<file path="src/rtl/vlane_pkg.sv">
package vlane_pkg;
  localparam int NL = 3;
  typedef logic [1:0] lane_t;
  localparam lane_t LANE_IO = 2'd0;
  localparam lane_t LANE_LO = 2'd1;
  localparam lane_t LANE_HI = 2'd2;
endpackage

</file>
<file path="src/rtl/vlane_idx_fifo.sv">
module vlane_idx_fifo #(
  parameter int DEPTH = 8,
  parameter int IW    = 3,
  localparam int PW   = $clog2(DEPTH),
  localparam int CW   = $clog2(DEPTH + 1)
) (
  input  logic          clk,
  input  logic          rst_n,
  input  logic          push,
  input  logic [IW-1:0] push_idx,
  input  logic          pop,
  output logic [IW-1:0] head_idx,
  output logic [CW-1:0] count
);
  logic [IW-1:0] slots [DEPTH];
  logic [PW-1:0] wr_q, rd_q;

  function automatic logic [PW-1:0] bump(input logic [PW-1:0] p);
    return (int'(p) == DEPTH - 1) ? '0 : p + 1'b1;
  endfunction

  assign head_idx = slots[rd_q];

  always_ff @(posedge clk) begin
    if (!rst_n) begin
      wr_q  <= '0;
      rd_q  <= '0;
      count <= '0;
    end else begin
      if (push) begin
        slots[wr_q] <= push_idx;
        wr_q        <= bump(wr_q);
      end
      if (pop) rd_q <= bump(rd_q);
      if (push && !pop)      count <= count + 1'b1;
      else if (pop && !push) count <= count - 1'b1;
    end
  end
endmodule

</file>
<file path="src/rtl/vlane_slot_pool.sv">
module vlane_slot_pool #(
  parameter int POOL = 8,
  parameter int NL   = 3,
  localparam int SW  = $clog2(POOL)
) (
  input  logic           clk,
  input  logic           rst_n,
  input  logic [NL-1:0]  take,
  output logic [SW-1:0]  take_idx [NL],
  input  logic           give_back,
  input  logic [SW-1:0]  give_idx
);
  logic [POOL-1:0] free_q, taken;

  always_comb begin
    logic [POOL-1:0] avail;
    avail = free_q;
    taken = '0;
    for (int l = 0; l < NL; l++) begin
      logic found;
      found       = 1'b0;
      take_idx[l] = '0;
      for (int s = 0; s < POOL; s++) begin
        if (avail[s] && !found) begin
          take_idx[l] = SW'(s);
          found       = 1'b1;
        end
      end
      if (take[l] && found) begin
        avail[take_idx[l]] = 1'b0;
        taken[take_idx[l]] = 1'b1;
      end
    end
  end

  always_ff @(posedge clk) begin
    if (!rst_n) free_q <= '1;
    else begin
      logic [POOL-1:0] nxt;
      nxt = free_q & ~taken;
      if (give_back) nxt[give_idx] = 1'b1;
      free_q <= nxt;
    end
  end
endmodule

</file>
<file path="src/rtl/vlane_pick.sv">
module vlane_pick
  import vlane_pkg::*;
#(
  parameter int          STARVE_LIM = 32,
  parameter logic [5:0]  PRIO_ORDER = {LANE_IO, LANE_LO, LANE_HI},
  localparam int         WW         = $clog2(STARVE_LIM + 1)
) (
  input  logic          clk,
  input  logic          rst_n,
  input  logic [NL-1:0] nonempty,
  input  logic          out_ready,
  output lane_t         gnt,
  output logic          gnt_valid,
  output logic          starve_any,
  output logic          locked
);
  logic [WW-1:0] wait_q [NL];
  logic [NL-1:0] starving;
  lane_t         lock_lane;

  // first lane in priority order whose bit is set in mask; {found, lane}
  function automatic logic [2:0] first_in_order(input logic [NL-1:0] mask);
    for (int k = 0; k < NL; k++) begin
      if (mask[PRIO_ORDER[2*k +: 2]]) return {1'b1, PRIO_ORDER[2*k +: 2]};
    end
    return 3'b000;
  endfunction

  always_comb begin
    logic [2:0] hit_s, hit_n;
    for (int l = 0; l < NL; l++)
      starving[l] = nonempty[l] && (int'(wait_q[l]) >= STARVE_LIM);
    starve_any = |starving;
    hit_s      = first_in_order(starving);
    hit_n      = first_in_order(nonempty);
    gnt_valid  = |nonempty;
    if (locked)      gnt = lock_lane;
    else if (hit_s[2]) gnt = hit_s[1:0];
    else             gnt = hit_n[1:0];
  end

  always_ff @(posedge clk) begin
    if (!rst_n) begin
      locked    <= 1'b0;
      lock_lane <= LANE_IO;
      for (int l = 0; l < NL; l++) wait_q[l] <= '0;
    end else begin
      locked    <= gnt_valid && !out_ready;
      lock_lane <= gnt;
      for (int l = 0; l < NL; l++) begin
        if (nonempty[l] && !(gnt_valid && out_ready && gnt == lane_t'(l)))
          wait_q[l] <= (int'(wait_q[l]) >= STARVE_LIM) ? wait_q[l] : wait_q[l] + 1'b1;
        else
          wait_q[l] <= '0;
      end
    end
  end
endmodule

</file>
<file path="src/rtl/vlane_arb.sv">
module vlane_arb
  import vlane_pkg::*;
#(
  parameter int         DW         = 16,
  parameter int         POOL       = 8,
  parameter int         STARVE_LIM = 32,
  parameter logic [5:0] PRIO_ORDER = {LANE_IO, LANE_LO, LANE_HI}
) (
  input  logic             clk,
  input  logic             rst_n,
  input  logic [2:0]       in_valid,
  output logic [2:0]       in_ready,
  input  logic [3*DW-1:0]  in_data,
  output logic             out_valid,
  input  logic             out_ready,
  output logic [1:0]       out_lane,
  output logic [DW-1:0]    out_data
);
  localparam int SW     = $clog2(POOL);
  localparam int CW     = $clog2(POOL + 1);
  localparam int SHARED = POOL - NL;

  logic [DW-1:0] store [POOL];
  logic [CW-1:0] lane_used [NL];
  logic [SW-1:0] lane_head [NL];
  logic [SW-1:0] alloc_idx [NL];
  logic [NL-1:0] push_fire, pop_lane, lane_busy;
  logic          pop_fire, starve_any, grant_locked;
  lane_t         gnt;
  logic [CW-1:0] occ_total;

  // shared slots left after each non-empty lane keeps its reserved one
  function automatic int shared_left(input int used0, input int used1, input int used2);
    int taken;
    taken = (used0 > 0 ? used0 - 1 : 0) + (used1 > 0 ? used1 - 1 : 0) + (used2 > 0 ? used2 - 1 : 0);
    return SHARED - taken;
  endfunction

  always_comb begin
    int left, ahead, sum;
    left  = shared_left(int'(lane_used[0]), int'(lane_used[1]), int'(lane_used[2]));
    ahead = 0;
    sum   = 0;
    for (int l = 0; l < NL; l++) begin
      lane_busy[l] = lane_used[l] != '0;
      in_ready[l]  = !lane_busy[l] || (left > ahead);
      if (lane_busy[l]) ahead++;
      sum += int'(lane_used[l]);
    end
    occ_total = CW'(sum);
  end

  assign push_fire = in_valid & in_ready;
  assign pop_fire  = out_valid && out_ready;

  generate
    for (genvar l = 0; l < NL; l++) begin : g_lane
      assign pop_lane[l] = pop_fire && (gnt == lane_t'(l));
      vlane_idx_fifo #(.DEPTH(POOL), .IW(SW)) u_fifo (
        .clk      (clk),
        .rst_n    (rst_n),
        .push     (push_fire[l]),
        .push_idx (alloc_idx[l]),
        .pop      (pop_lane[l]),
        .head_idx (lane_head[l]),
        .count    (lane_used[l])
      );
    end
  endgenerate

  vlane_slot_pool #(.POOL(POOL), .NL(NL)) u_pool (
    .clk       (clk),
    .rst_n     (rst_n),
    .take      (push_fire),
    .take_idx  (alloc_idx),
    .give_back (pop_fire),
    .give_idx  (lane_head[gnt])
  );

  vlane_pick #(.STARVE_LIM(STARVE_LIM), .PRIO_ORDER(PRIO_ORDER)) u_pick (
    .clk        (clk),
    .rst_n      (rst_n),
    .nonempty   (lane_busy),
    .out_ready  (out_ready),
    .gnt        (gnt),
    .gnt_valid  (out_valid),
    .starve_any (starve_any),
    .locked     (grant_locked)
  );

  always_ff @(posedge clk) begin
    for (int l = 0; l < NL; l++)
      if (push_fire[l]) store[alloc_idx[l]] <= in_data[l*DW +: DW];
  end

  assign out_lane = gnt;
  assign out_data = store[lane_head[gnt]];
endmodule

</file>
<file path="config.mk">
export PLATFORM = sky130hd
export DESIGN_NAME = vlane_arb
export DESIGN_NICKNAME = d
export VERILOG_FILES = /design/src/rtl/vlane_pkg.sv /design/src/rtl/vlane_idx_fifo.sv /design/src/rtl/vlane_slot_pool.sv /design/src/rtl/vlane_pick.sv /design/src/rtl/vlane_arb.sv
export SDC_FILE = /design/constraint.sdc
export NUM_CORES = 1
export LEC_CHECK = 0
export BUFFER_PORTS_ARGS = -buffer_cell sky130_fd_sc_hd__buf_2
export CORE_MARGIN = 2
export CORE_UTILIZATION = 45
export CTS_BUF_LIST = sky130_fd_sc_hd__clkbuf_4
export DETAILED_ROUTE_END_ITERATION = 7
export PLACE_DENSITY = 0.69
export REMOVE_ABC_BUFFERS = 1
export SYNTH_ARGS = -nofsm -noshare
export SYNTH_HDL_FRONTEND = slang
export SYNTH_SLANG_ARGS = --single-unit
</file>
<file path="constraint.sdc">
create_clock -name clk -period 8.39 [get_ports clk]
set_clock_uncertainty 0.05 [all_clocks]
set_input_delay 0 -clock clk [delete_from_list [all_inputs] [get_ports clk]]
set_output_delay 0 -clock clk [all_outputs]
set_load 0.03 [all_outputs]
</file>
Word-level counts from Yosys, hierarchy flattened
Memories as Yosys holds them, arrays and structs flattened. A register that Yosys moved wholly into a read port is not among the register bits.
Index checks and enable logic that the tools add are counted.
- add/subtract/negate cells: 22
- reduce and logical (&&, ||, !) cells: 87
- mux-type cells: 153
- bitwise gates (word level): 17
- equality and inequality tests: 8
- $lt $le $gt $ge: 18
- operators by type and width (kind ; count):
    $mux W32 ; 4
    $mux W3 ; 32
    $mux W1 ; 77
    $add A32 B32 Y32 ; 2
    $gt A32 B32 Y1 ; 2
    $mux W6 ; 9
    $mux W8 ; 6
    $logic_and A1 B1 Y1 ; 45
    $add A32 B2 Y32 const B ; 1
    $gt A32 B1 Y1 const B ; 1
    $sub A4 B32 Y32 const A ; 1
    $logic_not A1 Y1 ; 31
    $mux W2 ; 14
    $and A8 B8 Y8 ; 3
    $mux W4 ; 6
    $not A8 Y8 ; 3
    $or A8 B8 Y8 ; 3
    $add A3 B1 Y3 const B ; 6
    $add A6 B1 Y6 const B ; 3
    $eq A3 B1 Y1 const B ; 6
    $ge A6 B6 Y1 const B ; 3
    $lt A3 B4 Y1 const B ; 4
    $sub A4 B1 Y5 const B ; 3
    $add A4 B1 Y4 const B ; 3
    16 further kinds ; 37
- register bits: 41
- input bits: 54
- memory bits (writable): 218
- memories kept: 5
- memory list (memory ; words ; bits a word ; rd ports ; clocked after Yosys merged registers in ; wr ports ; RTL line ; text):
    store ; 8 ; 16 ; 1 ; 0 ; 3 ; vlane_arb.sv:23 ; logic [DW-1:0] store [POOL];
    g_lane[0].u_fifo.slots ; 8 ; 3 ; 1 ; 1 ; 1 ; vlane_idx_fifo.sv:15 ; logic [IW-1:0] slots [DEPTH];
    g_lane[1].u_fifo.slots ; 8 ; 3 ; 1 ; 1 ; 1 ; vlane_idx_fifo.sv:15 ;
    g_lane[2].u_fifo.slots ; 8 ; 3 ; 1 ; 1 ; 1 ; vlane_idx_fifo.sv:15 ;
    u_pick.wait_q ; 3 ; 6 ; 3 ; 0 ; 3 ; vlane_pick.sv:17 ; logic [WW-1:0] wait_q [NL];

Longest topological paths before layout
- word-level depth: 90
- gate-level depth with buffers: 31
- gate-level depth less buffers: 30

By module
From an unflattened synthesis, not the netlist that was laid out.
- cells, all modules: 1859
- area, all modules: 18227.5 um^2
- by module, submodules not included (module ; area an instance (um^2) ; instances ; cells an instance):
    vlane_arb ; 10981.8 ; 1 ; 1240
    vlane_idx_fifo ; 1579.0 ; 3 ; 108
    vlane_slot_pool ; 1278.7 ; 1 ; 183
    vlane_pick ; 1229.9 ; 1 ; 112

Least setup slack after synthesis
No wires, ideal clock.
- path type: register -> register
- start: register g_lane[1].u_fifo.count[0]
- end: memory store[6][0] (enable)
- setup time: 375 ps
- cell stages (with the launch flop): 26
- path buffers: 1
- arrival time: 6994 ps
- path slack: 972 ps
- path through: dfxtp_1 or2_2 nor3b_1 a21oi_1 fa_1 fa_1 ha_1 and3_1 o21a_1 o21ai_0 nand2_1 ha_1 nand2b_1 ha_1 a21oi_1 nor2_1 o221a_2 nand2_1 nor2_1 o21ai_0 nand2_1 nor2_1 nand3_1 nor4_4 buf_2 nand2b_1
- RTL lines (element ; RTL line ; text):
    from (decl) ; vlane_idx_fifo.sv:13 ; output logic [CW-1:0] count
    from (signal assigned) ; vlane_idx_fifo.sv:35 ; if (push && !pop) count <= count + 1'b1;
    from (signal assigned) ; vlane_idx_fifo.sv:36 ; else if (pop && !push) count <= count - 1'b1;
    to (decl) ; vlane_arb.sv:23 ;

==> results.json <==
{
  "syn_to_final_growth_pct": 18.2,
  "fin_crit_ns": 7.92,
  "ios": 76,
  "die_area_mm2": 0.0366,
  "p_per_area_mw_per_mm2": 368,
  "vias": 11665,
  "synth_ff_type": "edfxtp_1",
  "path_buf_inv": 4,
  "slew_headroom": 0.324,
  "required_ns": 8.84,
  "wl_per_cell_um": 19.3,
  "grt_pass1_vias": 11724,
  "port_buffers": 75,
  "p_leak_nw": 7.16,
  "rsz0062_at_grt": "false",
  "total_power_mw": 6.87,
  "worst_pin_slew_ns": 1.01,
  "cp_data_arrival_time_ns": 8.37,
  "drv_slew": 0,
  "hp-start": "in_data[34]",
  "avgViaCountPerCell": 5.65,
  "setup_viol": 0,
  "layout.nets": 1670,
  "cts_root_buffer": "clkbuf_4",
  "whs_path_depth": 3,
  "drive_gt1_frac": 0.321,
  "hold_viol": 0,
  "cts_made_buffers": 76,
  "critPathKind": "register to register",
  "worst_skew_pair.late_latency_ns": 0.74,
  "rows": 68,
  "cts_tree": "yes",
  "cp_common_cell": "ha_1",
  "critPathTopFamily": "simple AND/OR/NAND/NOR gates",
  "cts_sinks": 268,
  "slowest_stage": "or4_1",
  "cts_buffer_depth": 3,
  "antenna_found_initial": 1,
  "cts.reportedPaths.clkPinSlew_ns": 0.06,
  "avgSynthCellArea_um2": 11.8,
  "tns_ns": 0,
  "synth-edff-count": 212,
  "max_freq_mhz": 126,
  "grt_usage": 0.224,
  "async_reset_ff_frac": 0,
  "grt_max_degree": 69,
  "ant_nets": 0,
  "drtPass1Iterations": 5,
  "dp.cells": 1844,
  "status": "complete, no violations",
  "dp_hpwl_mm": 25.7,
  "grt_overflow": 0,
  "end_kind": "register",
  "critPathLaunchType": "register",
  "hold_path_class": "input pin to register",
  "wirelength_mm": 39.8,
  "die_w_um": 191,
  "r2r_start": "g_lane[1].u_fifo.count[0]",
  "grt_pass1_wl_mm": 62.9,
  "hold_ws_ns": 0.165,
  "cts.htree.levels": 3,
  "maxCapViolCount": 0,
  "synth.distinct_cells": 78,
  "startpoint": "g_lane[1].u_fifo.count[0]",
  "gp_congestion": 0.893,
  "drcViolationCount": 0,
  "initial_core_util": 0.456,
  "die_h_um": 191,
  "reg2reg_setup_slack_ns": 0.47,
  "first_iter_violations": 984,
  "reg2reg_to": "store[1][9]",
  "syn_area_mm2": 0.0158,
  "hold-path-endpoint": "store[7][2]",
  "synth-seq-area-share": 0.475,
  "core_mm2": 0.0345,
  "finalCritPeriodShare": 0.944,
  "ir_drop_mv": 0.285,
  "ys_seq_elements": 268,
  "synth_cells": 1340,
  "instances_no_fill": 2065,
  "critPathMaxFanout": 14,
  "worstRegToRegCells": 28,
  "critPathMaxStageDelay_ns": 0.56,
  "yosys_warnings": 0
}
==> layout make-up <==
| cell class | count | area (um2) |
|---|---|---|
| antenna | 2 | 5.00 |
| fill | 2972 | 15900 |
| clock buffer | 121 | 908 |
| inverter | 36 | 135 |
| timing repair buffer | 203 | 1540 |
| sequential | 268 | 7490 |
| multi-input combinational | 971 | 7930 |
| tap | 455 | 569 |
| clock inverter | 9 | 66.3 |
==> Yosys cell counts, types with 3 or more instances <==
cell,n,area share
o21ai_0,77,0.024
xnor2_1,17,0.0094
a21o_1,8,0.0038
nand3_1,19,0.0060
mux2_1,11,0.0079
mux2_2,215,0.15
a21boi_0,9,0.0043
a21oi_1,57,0.018
o21a_1,4,0.0019
inv_2,3,0.00071
ha_1,51,0.040
mux4_2,18,0.026
inv_1,31,0.0074
and3_1,4,0.0016
edfxtp_1,212,0.40
nor2b_1,23,0.0091
dfxtp_1,56,0.071
clkbuf_1,47,0.011
o21ai_1,3,0.00095
o221ai_1,5,0.0028
o31ai_1,4,0.0019
o22ai_1,4,0.0016
nor4_1,6,0.0024
buf_2,10,0.0032
xor2_1,6,0.0033
buf_1,6,0.0014
nor2_1,84,0.020
nand2_1,109,0.026
nor3b_1,8,0.0038
or3_1,7,0.0028
o211ai_1,16,0.0076
or4_1,4,0.0019
mux2i_1,82,0.052
nand2b_1,10,0.0040
nor3_1,24,0.0076
and2_1,14,0.0056
or2_2,5,0.0020
nand4_1,3,0.0012
o311ai_0,4,0.0022
maj3_1,3,0.0019
fa_1,9,0.011
a22oi_1,3,0.0014
==> timing repair <==
action | 4_1_cts | 5_1_grt
resized for setup | 0 | 3
endpoints found under the hold margin | 201 | 0
hold buffers | 81 | 0
setup endpoints to repair | 0 | 82
buffers inserted | 0 | 8
==> layout by cell type, fill, tap and decap left out, types with 51 or more instances in the layout <==
| cell type | count |
|---|---|
| dlygate4sd3_1 | 81 |
| nor2_1 | 84 |
| edfxtp_1 | 212 |
| clkbuf_4 | 121 |
| ha_1 | 51 |
| buf_2 | 75 |
| mux2i_1 | 82 |
| nand2_1 | 109 |
| a21oi_1 | 56 |
| dfxtp_1 | 56 |
| mux2_2 | 215 |
| o21ai_0 | 75 |
==> logic make-up after synthesis <==
family | count (synthesis) | share of synthesized area
simple gates | 335 | 0.105
fa+ha+maj | 63 | 0.0538
compound gates | 221 | 0.0877
buf+inv | 103 | 0.0267
xor+xnor | 23 | 0.0128
mux | 326 | 0.239
other cells | 1 | 0.000238
flops | 268 | 0.475
==> worst reg2reg max path, delay by kind of cell (launching register included) <==
family | cells | cell delay, ns
buf+inv | 4 | 1.17
compound gates | 9 | 1.82
simple gates | 9 | 2.32
fa+ha+maj | 5 | 1.62
mux | 1 | 0.33
flops | 1 | 0.38
==> sequential cells by signal (all words and copies together) (netlist names), 2 cells and up, named ones only <==
register             flops
store                  128
u_pick.wait_q           18
g_lane.u_fifo.slots     72
g_lane.u_fifo.count     12
g_lane.u_fifo.rd_q       9
u_pool.free_q            8
g_lane.u_fifo.wr_q       9
u_pick.lock_lane         2
==> how the worst max path moves through the flow <==
stage	to	slack, ns	cells past startpoint
finish	store[1][9]	0.47	28
global route	store[1][9]	0.04	29
CTS	store[4][8]	0.12	27
detailed placement	store[1][0]	0.45	27
global placement	store[1][2]	0.66	26
floorplan	store[6][0]	0.56	25
==> power breakdown <==
part,internal (mW),switching (mW),total [mW]
registers,1.81,0.141,1.95
clock network,0.677,0.552,1.23
logic,1.42,2.26,3.68
total,3.91,2.95,6.87
==> per-layer routing <==
layer	track usage	wire, um
met4	0.100	1210
met5	0	0
met1	0.285	17000
met2	0.368	19300
met3	0.0466	2370
==> through the flow <==
step                      worst slack (ns)   util  instance area [um2]
final                                0.474  0.540                18600
after global routing                0.0410  0.540                18600
after CTS                            0.119  0.538                18600
after detailed placement             0.446  0.486                16800
after global placement               0.661  0.486                16800
after floorplan                      0.557      -                15500
No activity file was read; power rests on OpenSTA's default activity.
